`src/rtl/hash_mix_pkg.sv`:
```
package hash_mix_pkg;

   localparam int WORD_W = 32;
   localparam int AMT_W  = $clog2(WORD_W);

   typedef enum logic [2:0] {
      OP_SHA_SIG0 = 3'd0,
      OP_SHA_SIG1 = 3'd1,
      OP_SHA_SUM0 = 3'd2,
      OP_SHA_SUM1 = 3'd3,
      OP_SM3_P0   = 3'd4,
      OP_SM3_P1   = 3'd5,
      OP_RSVD_6   = 3'd6,
      OP_RSVD_7   = 3'd7
   } hm_op_e;

   // Each function is described as three right-rotate distances; the third
   // term may instead be a logical right shift.
   typedef struct packed {
      logic [AMT_W-1:0] amt_a;
      logic [AMT_W-1:0] amt_b;
      logic [AMT_W-1:0] amt_c;
      logic             c_shift;
      logic             legal;
   } hm_ctl_t;

endpackage

```
`src/rtl/hash_mix_ctl.sv`:
```
module hash_mix_ctl
   import hash_mix_pkg::*;
(
   input  logic [2:0] op_sel,
   input  logic       en_sha2,
   input  logic       en_sm3,
   output hm_ctl_t    ctl
);

   hm_op_e op;
   assign op = hm_op_e'(op_sel);

   always_comb begin
      ctl = '0;
      unique case (op)
         OP_SHA_SIG0: begin
            ctl.amt_a = AMT_W'(7);  ctl.amt_b = AMT_W'(18); ctl.amt_c = AMT_W'(3);
            ctl.c_shift = 1'b1;     ctl.legal = en_sha2;
         end
         OP_SHA_SIG1: begin
            ctl.amt_a = AMT_W'(17); ctl.amt_b = AMT_W'(19); ctl.amt_c = AMT_W'(10);
            ctl.c_shift = 1'b1;     ctl.legal = en_sha2;
         end
         OP_SHA_SUM0: begin
            ctl.amt_a = AMT_W'(2);  ctl.amt_b = AMT_W'(13); ctl.amt_c = AMT_W'(22);
            ctl.legal = en_sha2;
         end
         OP_SHA_SUM1: begin
            ctl.amt_a = AMT_W'(6);  ctl.amt_b = AMT_W'(11); ctl.amt_c = AMT_W'(25);
            ctl.legal = en_sha2;
         end
         // left rotations expressed as right rotations by WORD_W - n
         OP_SM3_P0: begin
            ctl.amt_a = '0;
            ctl.amt_b = AMT_W'(WORD_W - 9);
            ctl.amt_c = AMT_W'(WORD_W - 17);
            ctl.legal = en_sm3;
         end
         OP_SM3_P1: begin
            ctl.amt_a = '0;
            ctl.amt_b = AMT_W'(WORD_W - 15);
            ctl.amt_c = AMT_W'(WORD_W - 23);
            ctl.legal = en_sm3;
         end
         default: ctl = '0;
      endcase
   end

   // only the two schedule sigmas use a shift term
   always_comb begin
      assert_shift_only_sigma_R1: assert (!ctl.c_shift || op_sel[2:1] == 2'b00);
   end

endmodule

```
`src/rtl/hash_mix_xor3.sv`:
```
module hash_mix_xor3
   import hash_mix_pkg::*;
(
   input  logic [WORD_W-1:0] word,
   input  hm_ctl_t           ctl,
   output logic [WORD_W-1:0] mixed
);

   logic [2*WORD_W-1:0] dbl;
   logic [WORD_W-1:0]   term_a, term_b, term_c;
   logic [2*WORD_W-1:0] rot_a, rot_b, rot_c;

   assign dbl   = {word, word};
   assign rot_a = dbl >> ctl.amt_a;
   assign rot_b = dbl >> ctl.amt_b;
   assign rot_c = dbl >> ctl.amt_c;

   assign term_a = rot_a[WORD_W-1:0];
   assign term_b = rot_b[WORD_W-1:0];
   assign term_c = ctl.c_shift ? (word >> ctl.amt_c) : rot_c[WORD_W-1:0];

   assign mixed = ctl.legal ? (term_a ^ term_b ^ term_c) : '0;

endmodule

```
`src/rtl/hash_mix_unit.sv`:
```
module hash_mix_unit
   import hash_mix_pkg::*;
#(
   parameter int XLEN    = 64,
   parameter int REG_OUT = 1
) (
   input  logic            clk,
   input  logic            rst_n,
   input  logic [2:0]      op_sel,
   input  logic [XLEN-1:0] src,
   input  logic            en_sha2,
   input  logic            en_sm3,
   output logic [XLEN-1:0] result,
   output logic            illegal
);

   localparam int EXT_W = XLEN - WORD_W;

   generate
      if (XLEN != 32 && XLEN != 64) begin : g_bad_xlen
         $error("hash_mix_unit: XLEN must be 32 or 64");
      end
      if (REG_OUT != 0 && REG_OUT != 1) begin : g_bad_reg
         $error("hash_mix_unit: REG_OUT must be 0 or 1");
      end
   endgenerate

   hm_ctl_t           ctl;
   logic [WORD_W-1:0] mix_w;
   logic [WORD_W-1:0] word_o;
   logic              ill_o;

   hash_mix_ctl u_ctl (
      .op_sel  (op_sel),
      .en_sha2 (en_sha2),
      .en_sm3  (en_sm3),
      .ctl     (ctl)
   );

   hash_mix_xor3 u_dp (
      .word  (src[WORD_W-1:0]),
      .ctl   (ctl),
      .mixed (mix_w)
   );

   generate
      if (REG_OUT == 1) begin : g_reg
         always_ff @(posedge clk or negedge rst_n) begin
            if (!rst_n) begin
               word_o <= '0;
               ill_o  <= 1'b0;
            end else begin
               word_o <= mix_w;
               ill_o  <= !ctl.legal;
            end
         end
      end else begin : g_comb
         assign word_o = mix_w;
         assign ill_o  = !ctl.legal;
      end

      if (EXT_W > 0) begin : g_ext
         logic unused_hi;
         assign unused_hi = ^src[XLEN-1:WORD_W];
         assign result    = {{EXT_W{word_o[WORD_W-1]}}, word_o};

         assert_sign_fill_R6: assert property (@(posedge clk) disable iff (!rst_n)
            result[XLEN-1:WORD_W] == {EXT_W{result[WORD_W-1]}});
      end else begin : g_noext
         assign result = word_o;
      end
   endgenerate

   assign illegal = ill_o;

   assert_zero_when_illegal_R9: assert property (@(posedge clk) disable iff (!rst_n)
      illegal |-> (result == '0));

   generate
      if (REG_OUT == 1) begin : g_chk_reg
         assert_reserved_illegal_R8: assert property (@(posedge clk) disable iff (!rst_n)
            (op_sel[2:1] == 2'b11) |=> illegal);
         assert_group_gate_R7: assert property (@(posedge clk) disable iff (!rst_n)
            ((!en_sha2 && !op_sel[2]) || (!en_sm3 && op_sel[2:1] == 2'b10)) |=> illegal);
      end else begin : g_chk_comb
         assert_reserved_illegal_R8: assert property (@(posedge clk) disable iff (!rst_n)
            (op_sel[2:1] == 2'b11) |-> illegal);
         assert_group_gate_R7: assert property (@(posedge clk) disable iff (!rst_n)
            ((!en_sha2 && !op_sel[2]) || (!en_sm3 && op_sel[2:1] == 2'b10)) |-> illegal);
      end
   endgenerate

endmodule

```
`config.mk`:
```
export PLATFORM = sky130hd
export DESIGN_NAME = hash_mix_unit
export DESIGN_NICKNAME = d
export VERILOG_FILES = /design/src/rtl/hash_mix_pkg.sv /design/src/rtl/hash_mix_ctl.sv /design/src/rtl/hash_mix_xor3.sv /design/src/rtl/hash_mix_unit.sv
export SDC_FILE = /design/constraint.sdc
export NUM_CORES = 1
export LEC_CHECK = 0
export ABC_AREA = 1
export BUFFER_PORTS_ARGS = -buffer_cell sky130_fd_sc_hd__buf_2
export CAP_MARGIN = 20
export CORE_ASPECT_RATIO = 0.6
export CORE_UTILIZATION = 40
export CTS_BUF_LIST = sky130_fd_sc_hd__clkbuf_2 sky130_fd_sc_hd__clkbuf_4 sky130_fd_sc_hd__clkbuf_8
export CTS_CLUSTER_SIZE = 8
export DETAILED_ROUTE_END_ITERATION = 16
export GPL_TIMING_DRIVEN = 0
export PLACE_DENSITY = 0.61
export SLEW_MARGIN = 10
export SYNTH_ARGS = -nofsm -noshare
export SYNTH_HDL_FRONTEND = slang
export SYNTH_HIERARCHICAL = 1
export SYNTH_SLANG_ARGS = --single-unit
export TNS_END_PERCENT = 20
```
`constraint.sdc`:
```
create_clock -name clk -period 0.95 [get_ports clk]
set_input_delay 0.0475 -clock clk [delete_from_list [all_inputs] [get_ports clk]]
set_output_delay 0.0475 -clock clk [all_outputs]
set_load 0.02 [all_outputs]
```
==> metrics.txt <==
status=complete, but fails checks; violated checks=hold timing, setup timing; # port buffers=103; routed len/inst=26.6 um; Post-DP HPWL=44000 um; global-route wire length before repair=81200 um; total grt overflow=0; # IOs=approximately 140; Routed WL=57900 um; CP Capture Type=flop; Syn Area/Cell=between 5 and 6 um^2; switch share=0.608; Internal Power=approximately 6300 uW; Slew @ Worst Pin=0.818 ns; Pwr Density=1230 mW/mm^2; die area=0.0230 mm^2; synth top area cells=nand3_1, nand2_1, dfrtp_1, buf_4, buf_2; largest area contributor in the netlist=nand3_1; worst-path fanout max=10; post-synthesis instance total=1779; CTS tree=yes; crit share post-route=2.05; DRT antenna net count=0; Yosys top cell area share=0.410; Tightest Hold Check Type=in -> async; peak supply drop=approximately 700 uV; H-tree Lvls=2; YS warnings=6; Seq/Total Area, Yosys=0.0924; post-synth cell types=20; RSZ-0062 raised after global routing=yes; clk sinks=33; Initial Utilization=0.417; gpl congestion=1.26; Layout area overhead=46.2%; GRT Util Overall=0.476; final setup fails=65; DRC=0; largest net degree at the start of global routing=34; Worst Setup Start Kind=input port; Die W=195 um; Net Count, Synth=1855; initial antenna violation count=1; post-layout min period=1.95 ns; worst hold margin=-0.201 ns; CP required=1.19 ns; Design Power=16100 uW; Reg clk slew, reported paths=0.08 ns; Post-Syn Area=0.00894 mm^2; Vias=14664; CTS root buf=clkbuf_8; First-pass DRT Iterations=8; register bit count reported by yosys=33; vias per cell=6.73; Worst Slack Setup Final=-0.995 ns; Die Span Y=approximately 120 um; leakage power=0.00645 uW; MaxCap Viol Count=0; CTS Buf Count=5; Hold Fails Final Rpt=33; pre-CTS WS=-1.66 ns; relative slew slack=0.455; vias in the first global route=12898; clock power share=0.087; critical path class=in -> reg; number of fill cells=2080; Sequential Power Share=0.104; CORE AREA=0.0214 mm^2; NumNets Final=1974; layout cells sized above 1=0.412; crit path DAT=2.18 ns; fin. max-slew vios=0; Initial DRC Count=2403; Peak Freq=roughly 500 MHz; switching power=9800 uW; Logic pwr share=0.809; FP Rows=41; buffers from clock root to sink, at most=2
final cells by class:
class	count	area [um^2]	area share
clock buffer	5	68.8	0.00526
inverter	27	145	0.0111
sequential	33	830	0.0634
multi-input combinational	1567	9840	0.753
buffer	150	1120	0.0857
tap	279	349	0.0267
clock inverter	3	46.3	0.00354
antenna	1	2.50	0.000191
timing repair buffer	114	671	0.0513
power by group through the flow:
stage	Combinational, uW	Clock, uW	Sequential, uW
after detailed placement	9680	0	1700
after CTS	10900	1410	1680
final	13000	1400	1680
after global placement	9650	0	1700
after floorplan	6190	0	1930
after global routing	13500	1480	1710
routing by layer:
layer  GRT usage  part of all wire  vias to the layer above
li1            -                 -                     6256
met1       0.627              0.39                     6852
met2       0.617              0.36                     1260
met3       0.302              0.19                      288
met4       0.143             0.049                        8
met5      0.0196            0.0037                        -
timing repair:
| item | CTS | global route |
|---|---|---|
| cloned | 4 | 0 |
| resized for setup | 378 | 266 |
| pin swaps | 58 | 74 |
| setup endpoints to repair | 66 | 65 |
| buffers inserted | 5 | 2 |
| hold endpoints to repair | 33 | 33 |
critical path, stage by stage:
cell,delay (ns)
buf_12,0.13
inv_12,0.07
nand2_1,0.08
o21ai_0,0.12
buf_2,0.25
clkbuf_4,0.35
nand3_2,0.17
nand3_2,0.12
nand3_2,0.14
nand2_2,0.11
nand2_1,0.06
nand2_2,0.12
nand2_1,0.09
nand3_1,0.09
nand2_2,0.07
nor2_4,0.16
logic make-up after synthesis:
group | count (synthesis) | synth area share
compound gates | 44 | 0.0266
fa+ha+maj | 5 | 0.00700
buf+inv | 179 | 0.110
flops | 33 | 0.0924
other cells | 1 | 0.000419
simple gates | 1517 | 0.763
stage by stage:
step | TNS [ns] | cell area (um^2) | utilization | std cells
after floorplan | -29.79 | 9260 | - | 1779
after global placement | -62.66 | 10100 | 0.472 | 2161
after detailed placement | -65.07 | 10100 | 0.472 | 2161
after CTS | -37.36 | 11800 | 0.549 | 2176
after global routing | -46.53 | 13100 | 0.610 | 2178
final | -42.25 | 13100 | 0.610 | 2179
path summary, 6_finish.rpt:
path	startpoint	end	depth (start not counted)
hold / removal	rst_n	word_o[27]	1
max in group asynchronous	rst_n	word_o[31]	1
setup / recovery	op_sel[2]	word_o[13]	16
min in group clk	en_sha2	illegal	4
placed cells by master (no fill, tap or decap), types with 13 or more instances in the layout:
cell type    n
buf_2      133
a21oi_2     13
dfrtp_1     32
nand2_1    522
buf_4       54
nand2_4     33
nand3_2    182
nand3_4     92
buf_1       15
inv_1       14
clkbuf_2    14
nand3_1    479
nand2_2    171
nor2_2      13
nor2_1      20
buf_6       23
a21oi_1     20
synth_stat cells:
library cell and n:
buf_4 49, buf_2 47, nand3_2 21, conb_1 1, nand2_1 693, o211ai_1 7
dfrtp_1 33, inv_2 9, buf_1 27, inv_1 16, o21ai_0 2, ha_1 5
a21oi_1 33, nor2_1 38, o21ai_1 2, buf_6 9, nand3_1 732, inv_4 2
nand2_2 33, clkbuf_1 20
registers in the layout, indices dropped and copies added (netlist names):
name / count
illegal: 1
word_o: 32
No activity file was read; power rests on OpenSTA's default activity.
